<file path="config.mk">
export PLATFORM = sky130hd
export DESIGN_NAME = bitlen_crc8
export DESIGN_NICKNAME = d
export VERILOG_FILES = /design/src/rtl/bitlen_crc8.sv
export SDC_FILE = /design/constraint.sdc
export NUM_CORES = 1
export LEC_CHECK = 0
export ABC_AREA = 1
export BUFFER_PORTS_ARGS = -buffer_cell sky130_fd_sc_hd__buf_2
export CAP_MARGIN = 0
export CORE_UTILIZATION = 50
export CTS_CLUSTER_DIAMETER = 30
export DETAILED_ROUTE_END_ITERATION = 8
export PLACE_DENSITY_LB_ADDON = 0.3
export SYNTH_ARGS = -nofsm -noshare
export SYNTH_HDL_FRONTEND = slang
export SYNTH_SLANG_ARGS = --single-unit
</file>
<file path="constraint.sdc">
create_clock -name clk -period 5.1 [get_ports clk]
set_input_delay 1.02 -clock clk [delete_from_list [all_inputs] [get_ports clk]]
set_output_delay 1.02 -clock clk [all_outputs]
set_load 0.03 [all_outputs]
</file>
<file path="src/rtl/bitlen_crc8.sv">
module bitlen_crc8 #(
  parameter int         LEN_W = 16,
  parameter logic [7:0] POLY  = 8'h1D,
  parameter logic [7:0] INIT  = 8'hFF
) (
  input  logic             clk,
  input  logic             rst_n,
  input  logic             start,
  input  logic [LEN_W-1:0] len_bits,
  input  logic             in_valid,
  input  logic [7:0]       in_byte,
  output logic [7:0]       crc,
  output logic             done
);
  localparam int BYTE_BITS = 8;
  localparam int STEP_W    = $clog2(BYTE_BITS + 1);

  logic [LEN_W-1:0]  rem_q;
  logic              busy_q, done_q;
  logic [7:0]        crc_q, crc_nxt;
  logic              last_byte;
  logic [STEP_W-1:0] n_steps;

  assign last_byte = rem_q <= LEN_W'(BYTE_BITS);
  assign n_steps   = last_byte ? STEP_W'(rem_q) : STEP_W'(BYTE_BITS);

  always_comb begin
    crc_nxt = crc_q ^ in_byte;
    for (int i = 0; i < BYTE_BITS; i++) begin
      if (STEP_W'(i) < n_steps)
        crc_nxt = crc_nxt[7] ? ((crc_nxt << 1) ^ POLY) : (crc_nxt << 1);
    end
  end

  always_ff @(posedge clk or negedge rst_n) begin
    if (!rst_n) begin
      crc_q  <= INIT;
      rem_q  <= '0;
      busy_q <= 1'b0;
      done_q <= 1'b0;
    end else if (start) begin
      crc_q  <= INIT;
      rem_q  <= len_bits;
      busy_q <= len_bits != '0;
      done_q <= len_bits == '0;
    end else if (busy_q && in_valid) begin
      crc_q <= crc_nxt;
      if (last_byte) begin
        rem_q  <= '0;
        busy_q <= 1'b0;
        done_q <= 1'b1;
      end else begin
        rem_q <= rem_q - LEN_W'(BYTE_BITS);
      end
    end
  end

  assign crc  = crc_q;
  assign done = done_q;

  assert_preset_R2: assert property (@(posedge clk) disable iff (!rst_n)
    start |=> (crc == INIT) && !busy_q || (crc == INIT));

  assert_empty_msg_R5: assert property (@(posedge clk) disable iff (!rst_n)
    start && (len_bits == '0) |=> done && (crc == INIT));

  assert_clear_done_R2: assert property (@(posedge clk) disable iff (!rst_n)
    start && (len_bits != '0) |=> !done);

  assert_done_cause_R6: assert property (@(posedge clk) disable iff (!rst_n)
    $rose(done) |-> $past(in_valid) || $past(start));

  assert_hold_R7: assert property (@(posedge clk) disable iff (!rst_n)
    done && !start |=> done && $stable(crc));

  assert_idle_gap_R8: assert property (@(posedge clk) disable iff (!rst_n)
    !in_valid && !start |=> $stable(crc));

  assert_exclusive_R6: assert property (@(posedge clk) disable iff (!rst_n)
    !(done_q && busy_q));
endmodule

</file>
==> impl_metrics.csv <==
group,metric,value,unit
clocking,cts_hold_buf,0,
detailed_routing,antenna_left,0,
hold_path,hold_class,"flop to flop",
clocking,htree_levels,1,
power,p_sw,0.0009107,W
floorplanning,die_w,78.43,µm
logic_synthesis,synth_area_per_cell,6.161,µm²
power,p_seq_share,19.5,%
detailed_routing,dr.pass1.iters,5,
detailed_routing,viasPerCell,5.677,
hold_path,hold_path_end,"busy_q",
power,irDropWorstVdd,227.9,µV
global_routing,grt_overflow_total,0,
final_layout,diodes,0,
critical_path,path_class,"flop to flop",
clocking,clk_latency,0.28,ns
job,drv_cap,0,
sta,post-route-period-util,67.29,%
floorplanning,fp.dieH,78.43,µm
critical_path,critPathCaptureType,"flop",
power,powerDensity,522.4,nW/µm²
power,p_leak,1.645,nW
detailed_routing,wirelength,8193,µm
logic_synthesis,synth_cells,474,
critical_path,critPathArrivalTime,3.64,ns
floorplanning,start_util,52.39,%
clocking,post_cts_resized,0,
floorplanning,rows,27,
power,power.total,0.001669,W
critical_path,r2r_end,"crc[4]",
power,internal-power,0.0007586,W
final_layout,drive_gt1_share,17.89,%
placement,hpwl,6287,µm
sta,setup_violations,0,
power,clockPowerShare,10.6,%
sta,rsz0062_at_grt,"false",
global_routing,grt_max_degree,27,
floorplanning,core_area,5574,µm²
final_layout,fin_nets,533,
critical_path,rr_worst_depth,19,
logic_synthesis,yosysWarnings,0,
logic_synthesis,synth_area,2920,µm²
final_layout,instances_no_fill,575,
detailed_routing,drt_iter0_markers,263,
sta,skew,0.006014,ns
final_layout,syn_to_final_growth,9.426,%
clocking,clockBufferDepth,2,
power,combinationalPowerShare,69.9,%
run_status,status,"finished, final reports clean",
power,p_sw_share,54.56,%
critical_path,r2r-start,"rem_q[8]",
placement,routabilityCongestion,0.9077,
sta,setup_tns,0,ns
final_layout,fin_util,57.33,%
critical_path,cp_max_fo,20,
sta,maxSlewHeadroom,47.36,%
global_routing,grt_pass1_wl,13630,µm
sta,hold-worst-slack,0.5118,ns
floorplanning,die_area,6150,µm²
clocking,clk_pin_slew,0.10,ns
sta,drv_slew,0,
sta,max_freq,0.2914,GHz
sta,hold_viol_final,0,
logic_synthesis,ys_seq_elements,26,
clocking,cts_tree,"built",
placement,dp_cells,571,
clocking,clockRootBuffer,"clkbuf_8",
floorplanning,num_io_pins,37,
critical_path,required,5.31,ns
final_layout,final_common_cell,"nand2_1",
detailed_routing,wl_per_cell,14.25,µm
critical_path,critPathLaunchType,"flop",
logic_synthesis,synthesis.nets,503,
global_routing,grt_antenna_before_repair,0,
clocking,clock-sinks,26,
detailed_routing,drc,0,
sta,period_needed,3.432,ns
detailed_routing,vias,3264,
global_routing,grt_use_total,27.75,%
clocking,postCtsSetupBuffers,0,
clocking,numCtsBuffers,3,
critical_path,ff2ff_setup_slack,1.67,ns
sta,worst_slew_pin_slew,0.7867,ns
logic_synthesis,synth-seq-area-share,22.62,%
final_layout,most-common-layout-cells,"nand2_1, nand3_1, inv_1, buf_2, nor2_1",
logic_synthesis,yosysUniqueCellTypes,37,
hold_path,min_delay_path_depth,2,
global_routing,grt_pass1_vias,2957,
placement,portBuffers,36,
hold_path,min_from,"busy_q",
## cells by family after synthesis
family                     after synthesis  share of synthesized area [%]
muxes                                    1                         0.3856
AOI/OAI and AO/OA                       44                          9.640
buffers and inverters                   77                          10.84
adders and majority gates                1                         0.4284
xor gates and xnor gates                23                          6.898
DFF                                     26                          22.62
and+or+nand+nor                        302                          49.19
## power by group through the flow
stage / logic [W] / registers [W] / clock network, W
6_report: 0.00117 / 0.000325 / 0.000177
5_1_grt: 0.00130 / 0.000331 / 0.000186
4_1_cts: 0.00114 / 0.000325 / 0.000177
3_5_place_dp: 0.00113 / 0.000329 / 0
3_3_place_gp: 0.00111 / 0.000328 / 0
2_1_floorplan: 0.000853 / 0.000358 / 0
## worst max-delay path: stages, from the launching register on
cell and delay [ns]:
dfrtp_1 0.42, nor2_2 0.19, nand2_2 0.11, nor2_4 0.15, nand4_1 0.58, nand2_1 0.33
nand2_2 0.13, nand2_1 0.09, nand3_1 0.14, nand2_1 0.14, nand3_1 0.08, nand2_1 0.16
nand2_1 0.10, nand2_2 0.13, inv_2 0.07, nand3_1 0.07, nand3_1 0.09, nand3_1 0.11
nand3_1 0.08, a21oi_1 0.16
## flip-flops by register name, summed over array words and instances, names as in the netlist
signal  cells
rem_q      16
crc         8
busy_q      1
done        1
## through the flow
stage	setup slack (ns)	cell area [µm²]
6_report	1.668	3196
3_3_place_gp	1.615	3124
4_1_cts	1.725	3196
3_5_place_dp	1.551	3124
5_1_grt	1.307	3196
2_1_floorplan	2.123	2920
## worst max path at each step
| stage | cells after the start | slack (ns) | end | from |
|---|---|---|---|---|
| global placement | 19 | 1.61 | crc[4] | in_byte[7] |
| global route | 19 | 1.31 | crc[4] | rem_q[11] |
| floorplan | 18 | 2.12 | crc[4] | in_byte[7] |
| detailed placement | 19 | 1.55 | crc[4] | in_byte[7] |
| finish | 19 | 1.67 | crc[4] | rem_q[8] |
| CTS | 19 | 1.72 | crc[4] | rem_q[8] |
## layout make-up
cell class	instances	area, µm²
inverters	66	250.2
fillers	556	2379
multi-input cells	371	1943
flip-flops and latches	26	660.6
clock inverters	1	30.03
clock buffers	3	41.29
repair buffers	36	180.2
well taps	72	90.09
## metal layers
| layer | vias up | wire length, µm | track usage (%) |
|---|---|---|---|
| met3 | 12 | 487 | 2.907 |
| met1 | 1490 | 3725 | 37.16 |
| met4 | 0 | 171 | 10.56 |
| met2 | 131 | 3808 | 45.88 |
| li1 | 1631 | - | - |
| met5 | - | 0 | 0 |
## synthesized netlist by cell type, drive strengths merged
cell / number / area, µm²
a21oi: 8 / 40.04
a31oi: 1 / 6.260
buf: 8 / 55.05
clkbuf: 3 / 11.26
clkinv: 2 / 7.510
dfrtp: 18 / 450.4
dfstp: 8 / 210.2
ha: 1 / 12.51
inv: 64 / 242.7
mux2: 1 / 11.26
nand2: 146 / 593.1
nand3: 106 / 565.6
nand4: 12 / 75.07
nor2: 33 / 175.2
nor3: 3 / 15.01
nor4: 1 / 6.260
o2111ai: 1 / 8.760
o211ai: 3 / 22.52
o21ai: 12 / 60.05
o221ai: 8 / 70.07
o22ai: 9 / 56.30
o32ai: 1 / 8.760
o41ai: 1 / 8.760
or2: 1 / 6.260
xnor2: 12 / 105.1
xor2: 11 / 96.34
Note: power is estimated with default switching activity, not from simulation.
